File: config.mk
export PLATFORM = sky130hd
export DESIGN_NAME = chg_cycle_ctrl
export DESIGN_NICKNAME = d
export VERILOG_FILES = /design/src/rtl/chg_cycle_pkg.sv /design/src/rtl/chg_toggle_det.sv /design/src/rtl/chg_hold_qual.sv /design/src/rtl/chg_safety_timer.sv /design/src/rtl/chg_cycle_ctrl.sv
export SDC_FILE = /design/constraint.sdc
export NUM_CORES = 1
export LEC_CHECK = 0
export BUFFER_PORTS_ARGS = -buffer_cell sky130_fd_sc_hd__buf_2
export CAP_MARGIN = 20
export CELL_PAD_IN_SITES_DETAIL_PLACEMENT = 1
export CELL_PAD_IN_SITES_GLOBAL_PLACEMENT = 2
export CORE_AREA = 2 2 103 105
export DETAILED_ROUTE_END_ITERATION = 8
export DIE_AREA = 0 0 105 107
export HOLD_SLACK_MARGIN = 0.08
export PLACE_DENSITY_LB_ADDON = 0.1
export SLEW_MARGIN = 20
export SYNTH_ARGS = -nofsm -noshare
export SYNTH_HDL_FRONTEND = slang
export SYNTH_SLANG_ARGS = --single-unit
export TNS_END_PERCENT = 10
File: constraint.sdc
create_clock -name clk -period 4.1 [get_ports clk]
set_input_delay 0.82 -clock clk [delete_from_list [all_inputs] [get_ports clk]]
set_output_delay 0.82 -clock clk [all_outputs]
set_load 0.005 [all_outputs]
File: src/rtl/chg_cycle_pkg.sv
// Shared encodings for the charge cycle controller.
// Assumes: phase codes are visible at the block boundary and must not change.
package chg_cycle_pkg;

    typedef enum logic [2:0] {
        PH_IDLE   = 3'd0,
        PH_COND   = 3'd1,
        PH_FAST   = 3'd2,
        PH_TAPER  = 3'd3,
        PH_DETECT = 3'd4,
        PH_DONE   = 3'd5,
        PH_FAULT  = 3'd6
    } chg_phase_e;

    typedef enum logic [1:0] {
        TZ_NORMAL  = 2'd0,
        TZ_COOL    = 2'd1,
        TZ_WARM    = 2'd2,
        TZ_EXTREME = 2'd3
    } tzone_e;

    localparam int N_LIMIT_LOOPS = 3;
    localparam int N_QUALIFIERS  = 3;
    localparam int N_EDGE_INPUTS = 3;

endpackage

File: src/rtl/chg_toggle_det.sv
// Edge detector bank: one register per channel and a rise and toggle flag for each.
// Assumes: inputs are already synchronous and free of glitches.
// RST_LVL sets the assumed previous level after reset.
module chg_toggle_det #(
    parameter int N = 3,
    parameter logic [N-1:0] RST_LVL = '0
) (
    input  logic         clk,
    input  logic         rst_n,
    input  logic [N-1:0] lvl,
    output logic [N-1:0] rise,
    output logic [N-1:0] tog
);

    for (genvar gi = 0; gi < N; gi++) begin : g_ch
        logic prev_q;

        // Hold the previous level of this channel.
        always_ff @(posedge clk) begin
            if (!rst_n) prev_q <= RST_LVL[gi];
            else        prev_q <= lvl[gi];
        end

        assign rise[gi] = lvl[gi] & ~prev_q;
        assign tog[gi]  = lvl[gi] ^ prev_q;
    end

endmodule

File: src/rtl/chg_hold_qual.sv
// Hold qualifier: held goes high once cond has been true for HOLD_CYC
// consecutive cycles and stays high while cond remains true.
// Assumes: HOLD_CYC >= 1; any low cycle restarts the count.
module chg_hold_qual #(
    parameter int HOLD_CYC = 1049
) (
    input  logic clk,
    input  logic rst_n,
    input  logic cond,
    output logic held
);

    localparam int CW = $clog2(HOLD_CYC + 1);

    logic [CW-1:0] cnt_q;

    // Count consecutive true cycles, saturating at the hold length.
    always_ff @(posedge clk) begin
        if (!rst_n)                     cnt_q <= '0;
        else if (!cond)                 cnt_q <= '0;
        else if (cnt_q != CW'(HOLD_CYC)) cnt_q <= cnt_q + 1'b1;
    end

    assign held = (cnt_q == CW'(HOLD_CYC));

    assert_held_needs_cond_R3: assert property (@(posedge clk) disable iff (!rst_n)
        held |-> $past(cond));

endmodule

File: src/rtl/chg_safety_timer.sv
// Safety timer: a prescaler feeds a saturating tick counter, and expired
// latches once TIMER_TICKS ticks have passed.
// Assumes: clr has priority. While run is high, the prescaler gains 2 per cycle,
// or 1 per cycle when half is high, and a tick occurs every 2*TICK_DIV units.
module chg_safety_timer #(
    parameter int TICK_DIV    = 32768,
    parameter int TIMER_TICKS = 21600
) (
    input  logic clk,
    input  logic rst_n,
    input  logic clr,
    input  logic run,
    input  logic half,
    output logic expired
);

    localparam int FULL = 2 * TICK_DIV;
    localparam int PW   = $clog2(FULL + 2) + 1;
    localparam int CW   = $clog2(TIMER_TICKS + 1);

    logic [PW-1:0] pre_q;
    logic [PW-1:0] pre_sum;
    logic [CW-1:0] cnt_q;
    logic          tick;

    // Next prescaler value and tick decision.
    always_comb begin
        pre_sum = pre_q + (half ? PW'(1) : PW'(2));
        tick    = run && !expired && (pre_sum >= PW'(FULL));
    end

    // Prescaler accumulates rate units between ticks.
    always_ff @(posedge clk) begin
        if (!rst_n || clr)        pre_q <= '0;
        else if (run && !expired) pre_q <= tick ? (pre_sum - PW'(FULL)) : pre_sum;
    end

    // Tick counter runs up to the expiry count.
    always_ff @(posedge clk) begin
        if (!rst_n || clr) cnt_q <= '0;
        else if (tick)     cnt_q <= cnt_q + 1'b1;
    end

    assign expired = (cnt_q == CW'(TIMER_TICKS));

    assert_expiry_while_running_R6: assert property (@(posedge clk) disable iff (!rst_n)
        $rose(expired) |-> $past(run));

    assert_clear_drops_expiry_R6: assert property (@(posedge clk) disable iff (!rst_n)
        clr |=> !expired);

    assert_half_rate_spacing_R7: assert property (@(posedge clk) disable iff (!rst_n)
        (run && half && !clr && $past(run && half && !clr)) |-> !(tick && $past(tick)));

endmodule

File: src/rtl/chg_cycle_ctrl.sv
// Charge cycle controller top: phase state machine, status flag, thermistor
// zone gating, over-voltage hold-off, safety timer and hold qualifiers.
// Assumes: every input is synchronous to clk and free of glitches. Threshold
// hysteresis is applied outside. HOLD_CYC sets the cycles per qualification.
module chg_cycle_ctrl
    import chg_cycle_pkg::*;
#(
    parameter int HOLD_CYC    = 1049,
    parameter int TICK_DIV    = 32768,
    parameter int TIMER_TICKS = 21600
) (
    input  logic       clk,
    input  logic       rst_n,
    input  logic       in_good,
    input  logic       chg_en_n,
    input  logic       hiz_req,
    input  logic       bat_ok_short,
    input  logic       cv_loop,
    input  logic       ichg_low,
    input  logic       bat_low_rch,
    input  logic       bat_over_reg,
    input  logic [2:0] limit_loops,
    input  logic       therm_sd,
    input  logic [1:0] ts_zone,
    input  logic       det_found,
    output logic [2:0] phase,
    output logic       det_req,
    output logic       bat_sw_en,
    output logic       i_half,
    output logic       vreg_low,
    output logic       conv_off,
    output logic       chg_stat_n
);

    localparam int Q_SHORT = 0;
    localparam int Q_TERM  = 1;
    localparam int Q_RCH   = 2;

    chg_phase_e phase_q, phase_d;
    logic       stat_q, stat_d;
    logic       conv_off_q;

    logic [N_EDGE_INPUTS-1:0] edge_lvl, edge_rise, edge_tog;
    logic [N_QUALIFIERS-1:0]  q_cond, q_held;

    logic active, start_evt, rch_start, charging, susp;
    logic tmr_clr, tmr_run, tmr_half, tmr_exp;

    // Edge detection on power, enable and high-impedance controls.
    assign edge_lvl = {hiz_req, chg_en_n, in_good};

    chg_toggle_det #(
        .N       (N_EDGE_INPUTS),
        .RST_LVL (3'b010)
    ) u_edges (
        .clk  (clk),
        .rst_n(rst_n),
        .lvl  (edge_lvl),
        .rise (edge_rise),
        .tog  (edge_tog)
    );

    // Readiness and start event decode.
    always_comb begin
        active    = in_good && !chg_en_n && !hiz_req;
        start_evt = active && (edge_rise[0] || edge_tog[1] || edge_tog[2]);
        charging  = (phase_q == PH_COND) || (phase_q == PH_FAST) || (phase_q == PH_TAPER);
        susp      = (tzone_e'(ts_zone) == TZ_EXTREME);
    end

    // Conditions that must persist for the hold length, gated by phase.
    always_comb begin
        q_cond[Q_SHORT] = bat_ok_short && (phase_q == PH_COND);
        q_cond[Q_TERM]  = ichg_low && !bat_low_rch && (phase_q == PH_TAPER);
        q_cond[Q_RCH]   = bat_low_rch && (phase_q == PH_DONE);
    end

    for (genvar gq = 0; gq < N_QUALIFIERS; gq++) begin : g_qual
        chg_hold_qual #(
            .HOLD_CYC(HOLD_CYC)
        ) u_qual (
            .clk  (clk),
            .rst_n(rst_n),
            .cond (q_cond[gq]),
            .held (q_held[gq])
        );
    end

    assign rch_start = active && (phase_q == PH_DONE) && q_held[Q_RCH];

    // Safety timer control: clear on starts, thermal shutdown and outside charging.
    always_comb begin
        tmr_clr  = start_evt || rch_start || therm_sd || !charging;
        tmr_run  = charging && !susp;
        tmr_half = |limit_loops;
    end

    chg_safety_timer #(
        .TICK_DIV   (TICK_DIV),
        .TIMER_TICKS(TIMER_TICKS)
    ) u_timer (
        .clk    (clk),
        .rst_n  (rst_n),
        .clr    (tmr_clr),
        .run    (tmr_run),
        .half   (tmr_half),
        .expired(tmr_exp)
    );

    // Next phase and status decision.
    always_comb begin
        phase_d = phase_q;
        stat_d  = stat_q;
        if (!active) begin
            phase_d = PH_IDLE;
            stat_d  = 1'b0;
        end else if (start_evt) begin
            phase_d = PH_COND;
            stat_d  = 1'b1;
        end else begin
            case (phase_q)
                PH_COND, PH_FAST, PH_TAPER: begin
                    if (tmr_exp) begin
                        phase_d = PH_FAULT;
                        stat_d  = 1'b0;
                    end else if (!susp) begin
                        if (phase_q == PH_COND && q_held[Q_SHORT]) begin
                            phase_d = PH_FAST;
                        end else if (phase_q == PH_FAST && cv_loop) begin
                            phase_d = PH_TAPER;
                        end else if (phase_q == PH_TAPER && q_held[Q_TERM]) begin
                            phase_d = PH_DETECT;
                            stat_d  = 1'b0;
                        end
                    end
                end
                PH_DETECT: if (det_found) phase_d = PH_DONE;
                PH_DONE:   if (q_held[Q_RCH]) phase_d = PH_COND;
                default:   phase_d = phase_q;
            endcase
        end
    end

    // Phase and status registers.
    always_ff @(posedge clk) begin
        if (!rst_n) begin
            phase_q <= PH_IDLE;
            stat_q  <= 1'b0;
        end else begin
            phase_q <= phase_d;
            stat_q  <= stat_d;
        end
    end

    // Converter hold-off follows battery over-voltage one cycle later.
    always_ff @(posedge clk) begin
        if (!rst_n) conv_off_q <= 1'b0;
        else        conv_off_q <= bat_over_reg;
    end

    // Output decode.
    always_comb begin
        phase      = phase_q;
        det_req    = (phase_q == PH_DETECT);
        bat_sw_en  = charging && !susp && !conv_off_q;
        i_half     = charging && (tzone_e'(ts_zone) == TZ_COOL);
        vreg_low   = charging && (tzone_e'(ts_zone) == TZ_WARM);
        conv_off   = conv_off_q;
        chg_stat_n = !stat_q;
    end

    assert_phase_legal_R2: assert property (@(posedge clk) disable iff (!rst_n)
        phase_q != 3'd7);

    assert_fault_sticky_R9: assert property (@(posedge clk) disable iff (!rst_n)
        (phase_q == PH_FAULT && active && !start_evt) |=> (phase_q == PH_FAULT));

    assert_stat_released_R4: assert property (@(posedge clk) disable iff (!rst_n)
        (phase_q == PH_DETECT || phase_q == PH_DONE || phase_q == PH_FAULT) |-> chg_stat_n);

    assert_recharge_quiet_R5: assert property (@(posedge clk) disable iff (!rst_n)
        (phase_q == PH_COND && $past(phase_q) == PH_DONE) |-> chg_stat_n);

    assert_detect_from_taper_R4: assert property (@(posedge clk) disable iff (!rst_n)
        (phase_q == PH_DETECT && $past(phase_q) != PH_DETECT) |-> ($past(phase_q) == PH_TAPER));

    assert_suspend_freeze_R10: assert property (@(posedge clk) disable iff (!rst_n)
        (susp && charging && active && !start_evt && !tmr_exp) |=> $stable(phase_q));

    assert_ovp_conv_off_R11: assert property (@(posedge clk) disable iff (!rst_n)
        bat_over_reg |=> (conv_off && !bat_sw_en));

endmodule

# After elaboration in Yosys (flattened, before gate mapping)
# Index checks and enable logic that the tools add are counted.
dict set report op_classes {
  bitwise_logic 6
  n_lt_le_gt_ge 1
  mux 18
  add_sub_neg 6
  n_eq_ne 26
  n_reduce_logical 49
}
# operator count
set ops {}
lappend ops {{adder 11 x 1 -> 11 bit (second input constant)} 3}
lappend ops {{equality test 11 bit (second input constant)} 3}
lappend ops {{!= test 11 bit (second input constant)} 3}
lappend ops {{2-to-1 mux 3 bit} 7}
lappend ops {{adder 18 bit} 1}
lappend ops {{greater-or-equal comparator 18 x 17 -> 1 bit (second input constant)} 1}
lappend ops {{logical AND 1 bit} 18}
lappend ops {{2-to-1 mux 18 bit} 1}
lappend ops {{!= test 3 x 2 -> 1 bit (second input constant)} 6}
lappend ops {{subtractor 18 x 17 -> 18 bit (second input constant)} 1}
lappend ops {{adder 15 x 1 -> 15 bit (second input constant)} 1}
lappend ops {{equality test 15 bit (second input constant)} 1}
lappend ops {{AND reduction 5 bit} 3}
lappend ops {{zero test 1 bit} 9}
lappend ops {{one-hot mux 3 bit (3 select lines)} 1}
lappend ops {{OR reduction 3 bit} 3}
lappend ops {{logical OR 1 bit} 8}
lappend ops {{2-to-1 mux 1 bit} 8}
lappend ops {{AND reduction 2 bit} 4}
lappend ops {{equality test 3 x 2 -> 1 bit (second input constant)} 2}
lappend ops {{equality test 3 bit (second input constant)} 2}
lappend ops {{!= test 6 x 5 -> 1 bit (second input constant)} 1}
lappend ops {{nonzero test 3 bit} 2}
lappend ops {{!= test 5 x 4 -> 1 bit (second input constant)} 1}
lappend ops {{12 further kinds} 16}
dict set report word_totals {
  output_inout_bits 9
  reg_bits 74
  in_bits 17
}

# Logic depth before layout (Yosys ltp)
# Gate-level depths: netlist of run 1.
dict set report logic_depth {
  ltp_word 9
  depth_mapped 15
  mapped_depth_nobuf 15
}

# By module
# From an unflattened synthesis of run 1, not the netlist that was laid out.
dict set report hier_totals {
  hier_cells 446
  hier_area_um2 3852.4
}
# mod seq_area_each_um2 area_each_um2 instances cells_per_inst
set modules_own_cells {}
lappend modules_own_cells {chg_safety_timer 660.6 1675.4 1 198}
lappend modules_own_cells {chg_hold_qual 220.2 529.3 3 58}
lappend modules_own_cells {chg_cycle_ctrl 100.1 450.4 1 59}
lappend modules_own_cells {chg_toggle_det 60.1 138.9 1 15}

# Least setup slack after synthesis of run 1
# Ideal clock, no wire load.
dict set report synth_path {
  kind {input port to flip-flop}
  startpoint {input limit_loops[1]}
  endpoint {register u_timer.cnt_q[13]}
  t_arrival_ns 3.618
  path_stages 13
  setup_time_ns 0.128
  slack_ns 0.354
  t_required_ns 3.972
  path_cell_list {or3_1 fa_1 nor2b_1 nand2_1 nor4_1 xnor2_1 ha_1 nor2b_1 and3_1 nor4b_4 nand3_1 xor2_1 nor2_1}
}
dict set report synth_between {
  elab_chain_len 5
}
# item line
set synth_lines {}
lappend synth_lines {{from (decl)} chg_cycle_ctrl.sv:22} ;# input logic [2:0] limit_loops,
lappend synth_lines {{OR reduction 3 bit} chg_cycle_ctrl.sv:95} ;# tmr_half = |limit_loops;
lappend synth_lines {{2-to-1 mux 2 bit} chg_safety_timer.sv:28} ;# pre_sum = pre_q + (half ? PW'(1) : PW'(2));
lappend synth_lines {{adder 18 bit} chg_safety_timer.sv:28}
lappend synth_lines {{greater-or-equal comparator 18 x 17 -> 1 bit} chg_safety_timer.sv:29} ;# tick = run && !expired && (pre_sum >= PW'(FULL));
lappend synth_lines {{logical AND 1 bit} chg_safety_timer.sv:29}
lappend synth_lines {{to (signal assigned)} chg_safety_timer.sv:41} ;# else if (tick) cnt_q <= cnt_q + 1'b1;
lappend synth_lines {{to (decl)} chg_safety_timer.sv:23} ;# logic [CW-1:0] cnt_q;
# No other way between the ends.
# A chain may end at the register's enable or synchronous reset.

# Worst setup path in the final report of run 1
dict set report layout_path {
  startpoint {input limit_loops[1]}
  endpoint {register u_timer.cnt_q[11]}
}
# The elaborated chain is that of the path after synthesis.

==> results.toml, run 1 <==
[sta]
rsz0062_at_grt = "false"
tightest_slew_ns = 0.8206
fin_skew_ns = 0.009611
final.setup.tns_ns = 0
fin_crit_ns = 3.430
finalHoldViolCount = 0
finalCritPeriodShare_pct = 83.65
drv_slew = 0
fin_ws_ns = 0.6705
max_freq_ghz = 0.2916
relSlewSlack_pct = 43.88
setup_violations = 0

[yosys]
synth_edf_count = 0
synth_area_per_cell_um2 = 8.723
seq_area_frac_synth_pct = 40.34
async_flop_share_pct = 0
synth_cell_types = 54
netlist_instances = 421
synth_area_leaders = "dfxtp_1, xor2_1, nor2_1, nand3_1, xnor2_1"
synth_area_um2 = 3672
ys_seq_elements = 74
synth_ff_type = "dfxtp_1"
synth.net_count = 450
synth_top_area_cell = "dfxtp_1"
synth_warnings = 0
synth_top_cell_area_share_pct = 40.34

[setup_path]
arrival_ns = 3.66
crit_path_cell_trace = "buf_2 -> or3_1 -> fa_1 -> nor2b_1 -> nand2_1 -> nor4_1 -> buf_4 -> xnor2_1 -> ha_1 -> nor2b_1 -> and3_1 -> nor4b_4 -> nand3_1 -> xor2_1 -> nor2_1"
path_buf_inv = 2
crit_required_ns = 4.33
critPathLaunchType = "primary input"
slowest_delay_ns = 0.44
critPathTopFamily = "simple AND/OR/NAND/NOR gates"
worstPathMaxFanout = 3
slowest_stage = "or3_1"
cpMostUsedCell = "nor2b_1"
critical_path.endpoint_type = "flop"
crit_type = "in -> reg"

[detailed_routing]
drt_iter0_drc = 70
routed_via_density = 5.005
first_pass_iters = 4
drc_errors = 0
num_vias = 2968
routed_wl_um = 8426
wl_per_cell_um = 14.21
postRouteAntennaNets = 0

[die]
core_um2 = 10090
die_area_um2 = 11240
start_util_pct = 36.39
die_h_um = 107
die_w_um = 105
rows = 37
pin_count = 26

[pwr]
power.leakage_nw = 1.378
finalPower_mw = 1.279
power.density_nw_per_um2 = 309.9
max-vdd-ir-drop_mv = 0.2091

[cts]
cts_tree = "done"
path_clk_slew_ns = 0.08
cts.path.max_buffers = 2
cts_sinks = 74
cts_setup_buffers = 0
htreeDepth = 3
cts_hold_buf = 0
ctsResizeCount = 0
cts-root-buf = "clkbuf_8"
clk-insertion-delay-late_ns = 0.35
cts_made_buffers = 9

[layout]
nNetsFinal = 481
drive_above_1_share_pct = 12.47
postLayoutCoreUtil_pct = 40.90
insertedDiodeCount = 0
synthToLayoutAreaGrowth_pct = 12.40
design_area_um2 = 4128

[outcome]
status = "complete, no violations"

[placement]
io_buffers = 25
gp_congestion = 0.7325
dp_slack_ns = 0.3270
placed_cell_area_um2 = 3945
hpwl_um = 6066

[global_route]
grt_start_max_net_pins = 34
grt_antenna_before_repair = 1
grt_overflow = 0
grt_pass1_vias = 3016
track_usage_pct = 16.41
grt_pass1_wl_um = 14810

[worst_hold_path]
min_path_type = "reg -> reg"

[run]
drv_cap = 0
path summary, 6_finish.rpt:
path,startpoint,to,slack (ns),depth (start not counted)
setup / recovery,limit_loops[1],u_timer.cnt_q[11],0.67,15
hold / removal,u_timer.pre_q[0],u_timer.pre_q[0],0.47,2
setup reg to reg,u_timer.pre_q[0],u_timer.cnt_q[11],1.17,15
hold reg to reg,u_timer.pre_q[0],u_timer.pre_q[0],0.47,2
report_power, final:
group | total, mW | leakage [nW] | switching, mW | internal (mW)
sequential | 0.721 | 0.597 | 0.00115 | 0.720
clock | 0.538 | 0.0965 | 0.269 | 0.268
combinational | 0.0202 | 0.685 | 0.0109 | 0.00928
sequential cells by signal, indices dropped and copies added, names as in the netlist:
signal               count
conv_off                 1
g_qual.u_qual.cnt_q     33
phase                    3
stat_q                   1
u_edges.g_ch.prev_q      3
u_timer.cnt_q           15
u_timer.pre_q           18
layout by cell type, fill, tap and decap left out, types with 3 or more instances in the layout:
cell,synthesis,routed
dfxtp_1,74,74
nor2_1,67,67
xor2_1,35,35
nand3_1,31,31
nand2_1,26,26
buf_2,3,25
xnor2_1,16,16
a21oi_1,16,16
nand4_1,13,13
inv_1,12,12
clkbuf_8,0,12
and3_1,11,11
o21ai_0,11,11
ha_1,11,11
or3_1,10,10
nand2b_1,7,7
nor2b_1,6,6
and2_1,6,6
a211oi_1,5,5
nor4_1,4,4
and4_1,4,4
nor3_1,4,4
nand3b_1,4,4
buf_4,0,4
nor3b_1,3,3
and3_2,3,3
kinds of logic after synthesis:
| group | count (synthesis) | share of synthesized area (%) |
|---|---|---|
| xor gates and xnor gates | 51 | 12.16 |
| AOI/OAI and AO/OA | 48 | 8.382 |
| adders and majority gates | 12 | 4.293 |
| muxes | 2 | 0.5792 |
| and+or+nand+nor | 213 | 31.58 |
| buffers and inverters | 21 | 2.657 |
| DFF | 74 | 40.34 |
routing by layer:
layer  vias up  wire, um  global-route usage (%)
met4         2       144                   6.095
li1       1525         -                       -
met3        13       229                   3.951
met5         -         8                       0
met1      1400      4219                   20.71
met2        28      3824                   27.23
cells in the mapped netlist, drive strengths merged, types with 3 or more instances:
master and number:
or3 10, nand2b 7, nor3b 3, a211oi 5, nor2 68, nand2 28
and4 4, o21ai 11, and3 14, nor2b 6, clkbuf 4, nand3b 4
inv 12, nand4 13, nor4b 3, xor2 35, nand3 32, and2 6
buf 5, dfxtp 74, nor4 4, a21oi 16, xnor2 16, ha 11
nor3 5
final cells by class:
cell class,count,area [um^2]
clock buffer,14,172.7
clock inverter,2,10.01
fill,1238,5964
inverter,12,45.04
multi-input combinational,326,2093
sequential,74,1481
tap,136,170.2
timing repair buffer,29,155.1
worst register-to-register path: cells and delay by family, from the launching register on:
family / cells / cell delay [ns]
fa+ha+maj: 3 / 0.76
simple gates: 8 / 1.29
xor+xnor: 2 / 0.21
buf+inv: 2 / 0.23
flops: 1 / 0.34
per-stage QoR:
step	hold slack, ns	cells
after floorplan	0.4406	421
after global placement	0.4618	577
after detailed placement	0.4674	577
after CTS	0.4788	593
after global routing	0.4974	593
final	0.4693	593
(Power assumes the default switching activity.)
==> run 2: changes to the inputs <==
==> constraint.sdc (replaced) <==
create_clock -name clk -period 3.18 [get_ports clk]
set_input_delay 0.636 -clock clk [delete_from_list [all_inputs] [get_ports clk]]
set_output_delay 0.636 -clock clk [all_outputs]
set_load 0.005 [all_outputs]
==> run 2 against run 1 <==
Hold slack about the same; non-clock buffer count increased by 6; clock skew decreased by 0.0013 ns; global-route usage decreased by 0.16 points; setup slack got worse by 0.47 ns; sequential power increased by 29%; register-to-register slack got worse by 0.66 ns; via count increased by 2.2%; cell area increased by 3.0%; sequential share of layout area decreased by 1.0 points; critical path type unchanged; largest cell class unchanged; largest power group unchanged; highest routed layer is now met4.
==> results.toml, run 2 (synthesized netlist as in run 1, its figures left out) <==
[cts]
cts_tree = "done"
cts_setup_buffers = 0
path_clk_slew_ns = 0.08
cts_sinks = 74
clk-insertion-delay-late_ns = 0.35
cts_made_buffers = 9
htreeDepth = 3
cts.path.max_buffers = 2
cts-root-buf = "clkbuf_8"

[die]
rows = 37
core_um2 = 10090
die_area_um2 = 11240
die_w_um = 105
pin_count = 26
start_util_pct = 36.39
die_h_um = 107

[setup_path]
crit_required_ns = 3.41
critical_path.endpoint_type = "flop"
reg2reg_depth = 14
reg2reg_to = "u_timer.cnt_q[14]"
timing.rr.start = "u_timer.pre_q[0]"
worstPathMaxFanout = 5
critPathLaunchType = "primary input"
crit_type = "in -> reg"
reg2reg_slack_ns = 0.51
arrival_ns = 3.22

[pwr]
power.density_nw_per_um2 = 417.6
finalPower_mw = 1.775
pwr-share-comb_pct = 1.5
power.leakage_nw = 1.439
p_int_mw = 1.402
max-vdd-ir-drop_mv = 0.1429
p_sw_mw = 0.3732
switching_share_pct = 21.02
seqPwrFrac_pct = 52.4
clkPwrFrac_pct = 46.1

[layout]
n_fill_cell = 1230
regMostFlops = "g_qual.u_qual.cnt_q"
synthToLayoutAreaGrowth_pct = 15.78
insertedDiodeCount = 0
multi_input_area_um2 = 2136
drive_above_1_share_pct = 15.33
largest_reg_flops = 33
ff_latch_area_um2 = 1481
design_area_um2 = 4252
top_regs = "g_qual.u_qual.cnt_q x33, u_timer.pre_q x18, u_timer.cnt_q x15"
final_cell_mix = "dfxtp_1, nor2_1, xor2_1"
postLayoutCoreUtil_pct = 42.13
layout.cells.most_common = "dfxtp_1"
fin_cells = 599
nNetsFinal = 487

[worst_hold_path]
hold_end = "u_timer.pre_q[0]"
holdPathStages = 2
worstHoldStart = "u_timer.pre_q[0]"
min_path_type = "reg -> reg"

[outcome]
status = "complete, no violations"

[detailed_routing]
drt_iter0_drc = 83
drc_errors = 0
num_vias = 3033
first_pass_iters = 4
wl_per_cell_um = 14.42
postRouteAntennaNets = 0
routed_via_density = 5.063
routed_wl_um = 8638

[sta]
finalHoldViolCount = 0
rsz0062_at_grt = "false"
drv_slew = 0
finalCritPeriodShare_pct = 93.80
fin_crit_ns = 2.983
tightest_slew_ns = 0.7475
relSlewSlack_pct = 48.88
setup_violations = 0
max_freq_ghz = 0.3353
hold_slack_ns = 0.4697
fin_skew_ns = 0.008327

[placement]
gp_congestion = 0.7626
hpwl_um = 6345
placed_cell_area_um2 = 4025
io_buffers = 25
placedCellCount = 583

[global_route]
grt_antenna_before_repair = 0
grt_pass1_wl_um = 14720
grt_overflow = 0
grt_pass1_vias = 3038
track_usage_pct = 16.25
grt_start_max_net_pins = 34

[run]
drv_cap = 0
[run 2: cell type report]
cell class                 count  area share [%]
clock buffer                  11           3.325
tap                          136           4.002
inverter                      12           1.059
sequential                    74           34.84
clock inverter                 5           1.825
multi-input combinational    326           50.24
timing repair buffer          35           4.709
[run 2: metrics by stage]
| stage | TNS (ns) | setup slack (ns) |
|---|---|---|
| 3_3_place_gp | -0.7767 | -0.1173 |
| 6_report | 0 | 0.1973 |
| 4_1_cts | 0 | 0.1547 |
| 5_1_grt | 0 | 0.009161 |
| 2_1_floorplan | 0 | 0.02851 |
| 3_5_place_dp | -1.727 | -0.2415 |
[run 2: repair_timing]
action                     4_1_cts  5_1_grt
setup endpoints to repair        0        3
hold endpoints to repair         0        0
hold buffers                     0        0
gates resized for setup          0        2
[run 2: power by group through the flow]
stage                     registers [mW]  clock network (mW)  logic [mW]
after detailed placement           0.952                   0      0.0270
final                              0.930               0.818      0.0269
after floorplan                    0.951                   0      0.0110
after global placement             0.952                   0      0.0263
after CTS                          0.930               0.852      0.0271
after global routing               0.931               0.887      0.0299
[run 2: per-layer routing]
layer  GRT usage (%)  wire length, um  part of all wire (%)
met5               0                0                     0
met4           7.143              151                   1.7
met3           2.796              191                   2.2
met2           26.90             4032                    47
met1           20.81             4262                    49
[run 2: how the worst max path moves through the flow]
| stage | slack, ns | from | to | cells after the start |
|---|---|---|---|---|
| CTS | 0.15 | limit_loops[1] | u_timer.cnt_q[14] | 16 |
| global placement | -0.12 | limit_loops[1] | u_timer.cnt_q[12] | 16 |
| finish | 0.20 | limit_loops[1] | u_timer.cnt_q[14] | 16 |
| global route | 0.009 | limit_loops[1] | u_timer.cnt_q[13] | 16 |
| floorplan | 0.03 | limit_loops[1] | u_timer.cnt_q[13] | 15 |
| detailed placement | -0.24 | limit_loops[1] | u_timer.cnt_q[14] | 16 |
[run 2: critical path: stages]
cell and delay (ns):
buf_2 0.10, or3_4 0.40, inv_1 0.07, ha_1 0.21
a21o_1 0.16, nand2_1 0.09, nor2_1 0.04, and4_1 0.22
xnor2_1 0.13, ha_2 0.21, nor2b_4 0.14, nand4_1 0.26
nor2_2 0.22, nand4_1 0.13, xor2_1 0.15, nor2_1 0.05
==> run 3: changes to the inputs <==
--- a/config.mk
+++ b/config.mk
@@ -14,6 +14,7 @@
 export DIE_AREA = 0 0 105 107
 export HOLD_SLACK_MARGIN = 0.08
 export PLACE_DENSITY_LB_ADDON = 0.1
+export RECOVER_POWER = 25
 export SLEW_MARGIN = 20
 export SYNTH_ARGS = -nofsm -noshare
 export SYNTH_HDL_FRONTEND = slang
==> run 3 against run 2 <==
Clock power hardly changed; flip-flop and latch count did not move; cell area shrank 0.53%; register-to-register slack is essentially flat; critical path depth did not move; power barely moved; via count rose by 0.20%; clock-buffer cell count unchanged; critical path type unchanged; critical endpoint unchanged.
==> results.toml, run 3 (synthesized netlist as in run 1, its figures left out) <==
[die]
die_h_um = 107
die_area_um2 = 11240
die_w_um = 105
start_util_pct = 36.39
pin_count = 26
rows = 37
core_um2 = 10090

[setup_path]
startpoint = "limit_loops[1]"
slowest_stage = "or3_4"
timing.rr.start = "u_timer.pre_q[0]"
crit_path_cell_trace = "buf_2 -> or3_4 -> inv_1 -> ha_1 -> a21o_1 -> nand2_1 -> nor2_1 -> and4_1 -> xnor2_1 -> ha_2 -> nor2b_4 -> nand4_1 -> nor2_2 -> nand4_1 -> xor2_1 -> nor2_1"
crit_required_ns = 3.42
critical_path.endpoint_type = "flop"
arrival_ns = 3.22
crit_type = "in -> reg"
critPathLaunchType = "primary input"
slowest_delay_ns = 0.40
worstPathMaxFanout = 5

[sta]
tightest_slew_ns = 0.7458
rsz0062_at_grt = "false"
drv_slew = 0
fin_crit_ns = 2.983
relSlewSlack_pct = 49.00
finalCritPeriodShare_pct = 93.81
setup_violations = 0
max_freq_ghz = 0.3352
fin_skew_ns = 0.008777
finalHoldViolCount = 0

[detailed_routing]
drt_iter0_drc = 83
routed_wl_um = 8659
num_vias = 3039
routed_via_density = 5.073
first_pass_iters = 4
wl_per_cell_um = 14.46
postRouteAntennaNets = 0
drc_errors = 0

[cts]
cts_made_buffers = 9
cts.path.max_buffers = 2
cts-root-buf = "clkbuf_8"
cts_tree = "done"
cts_sinks = 74
path_clk_slew_ns = 0.08
htreeDepth = 3
clk-insertion-delay-late_ns = 0.35

[pwr]
max-vdd-ir-drop_mv = 0.1425
power.leakage_nw = 1.421
power.density_nw_per_um2 = 419.7

[layout]
insertedDiodeCount = 0
drive_above_1_share_pct = 14.04
nNetsFinal = 487
fin_cells = 599
design_area_um2 = 4229
layout.cells.most_common = "dfxtp_1"
n_fill_cell = 1234
top_regs = "g_qual.u_qual.cnt_q x33, u_timer.pre_q x18, u_timer.cnt_q x15"
final_cell_mix = "dfxtp_1, nor2_1, xor2_1"
synthToLayoutAreaGrowth_pct = 15.16
largest_reg_flops = 33
regMostFlops = "g_qual.u_qual.cnt_q"

[placement]
gp_congestion = 0.7626
placed_cell_area_um2 = 4025
hpwl_um = 6345
placedCellCount = 583
io_buffers = 25

[global_route]
grt_antenna_before_repair = 0
grt_overflow = 0
grt_pass1_wl_um = 14720
grt_start_max_net_pins = 34
track_usage_pct = 16.25
grt_pass1_vias = 3038

[worst_hold_path]
min_path_type = "reg -> reg"
worstHoldStart = "u_timer.pre_q[0]"

[outcome]
status = "complete, no violations"

[run]
drv_cap = 0
## run 3: area by class of cell
| type | instances | area (um^2) | share of cell area (%) |
|---|---|---|---|
| repair buffers | 35 | 193.9 | 4.586 |
| flip-flops and latches | 74 | 1481 | 35.03 |
| multi-input cells | 326 | 2120 | 50.12 |
| clock inverters | 5 | 77.57 | 1.834 |
| well taps | 136 | 170.2 | 4.024 |
| clock buffers | 11 | 141.4 | 3.343 |
| inverters | 12 | 45.04 | 1.065 |
## run 3: power by group
group	switching, mW	internal, mW	leakage [nW]
sequential	0.00176	0.929	0.597
clock	0.357	0.461	0.109
combinational	0.0144	0.0119	0.715
total	0.374	1.40	1.42
## run 3: path summary, 6_finish.rpt
check                           slack, ns           endpoint  depth (start not counted)
worst max-delay path                 0.20  u_timer.cnt_q[14]                         16
worst min-delay path                 0.47   u_timer.pre_q[0]                          2
worst max register to register       0.51  u_timer.cnt_q[14]                         14
worst min register to register       0.47   u_timer.pre_q[0]                          2
## run 3: per-stage QoR
| step | hold slack (ns) | util, % | setup WS, ns | TNS [ns] | power (mW) |
|---|---|---|---|---|---|
| 2_1_floorplan | 0.4406 | - | 0.02851 | 0 | 0.9624 |
| 3_3_place_gp | 0.4566 | 39.88 | -0.1173 | -0.7767 | 0.9782 |
| 3_5_place_dp | 0.4677 | 39.88 | -0.2415 | -1.727 | 0.9791 |
| 4_1_cts | 0.4743 | 42.05 | 0.1547 | 0 | 1.809 |
| 5_1_grt | 0.4949 | 41.90 | 0.009339 | 0 | 1.847 |
| 6_report | 0.4696 | 41.90 | 0.1967 | 0 | 1.775 |
## run 3: critical path, delay by kind of cell
family                     cells  cell delay (ns)
adders and majority gates      2             0.42
buffers and inverters          2             0.17
xor gates and xnor gates       2             0.28
AOI/OAI and AO/OA              1             0.16
and+or+nand+nor                9             1.55
## run 3: repair_timing
action / CTS / global route
setup endpoints to repair: 0 / 3
hold buffers: 0 / 0
buffers inserted: 0 / 0
gates resized for setup: 0 / 2
## run 3: routing by layer
layer	vias to the layer above	global-route usage (%)	wire (um)
met4	0	7.143	151
met3	11	2.796	210
li1	1535	-	-
met5	-	0	0
met2	32	26.90	4044
met1	1461	20.81	4253
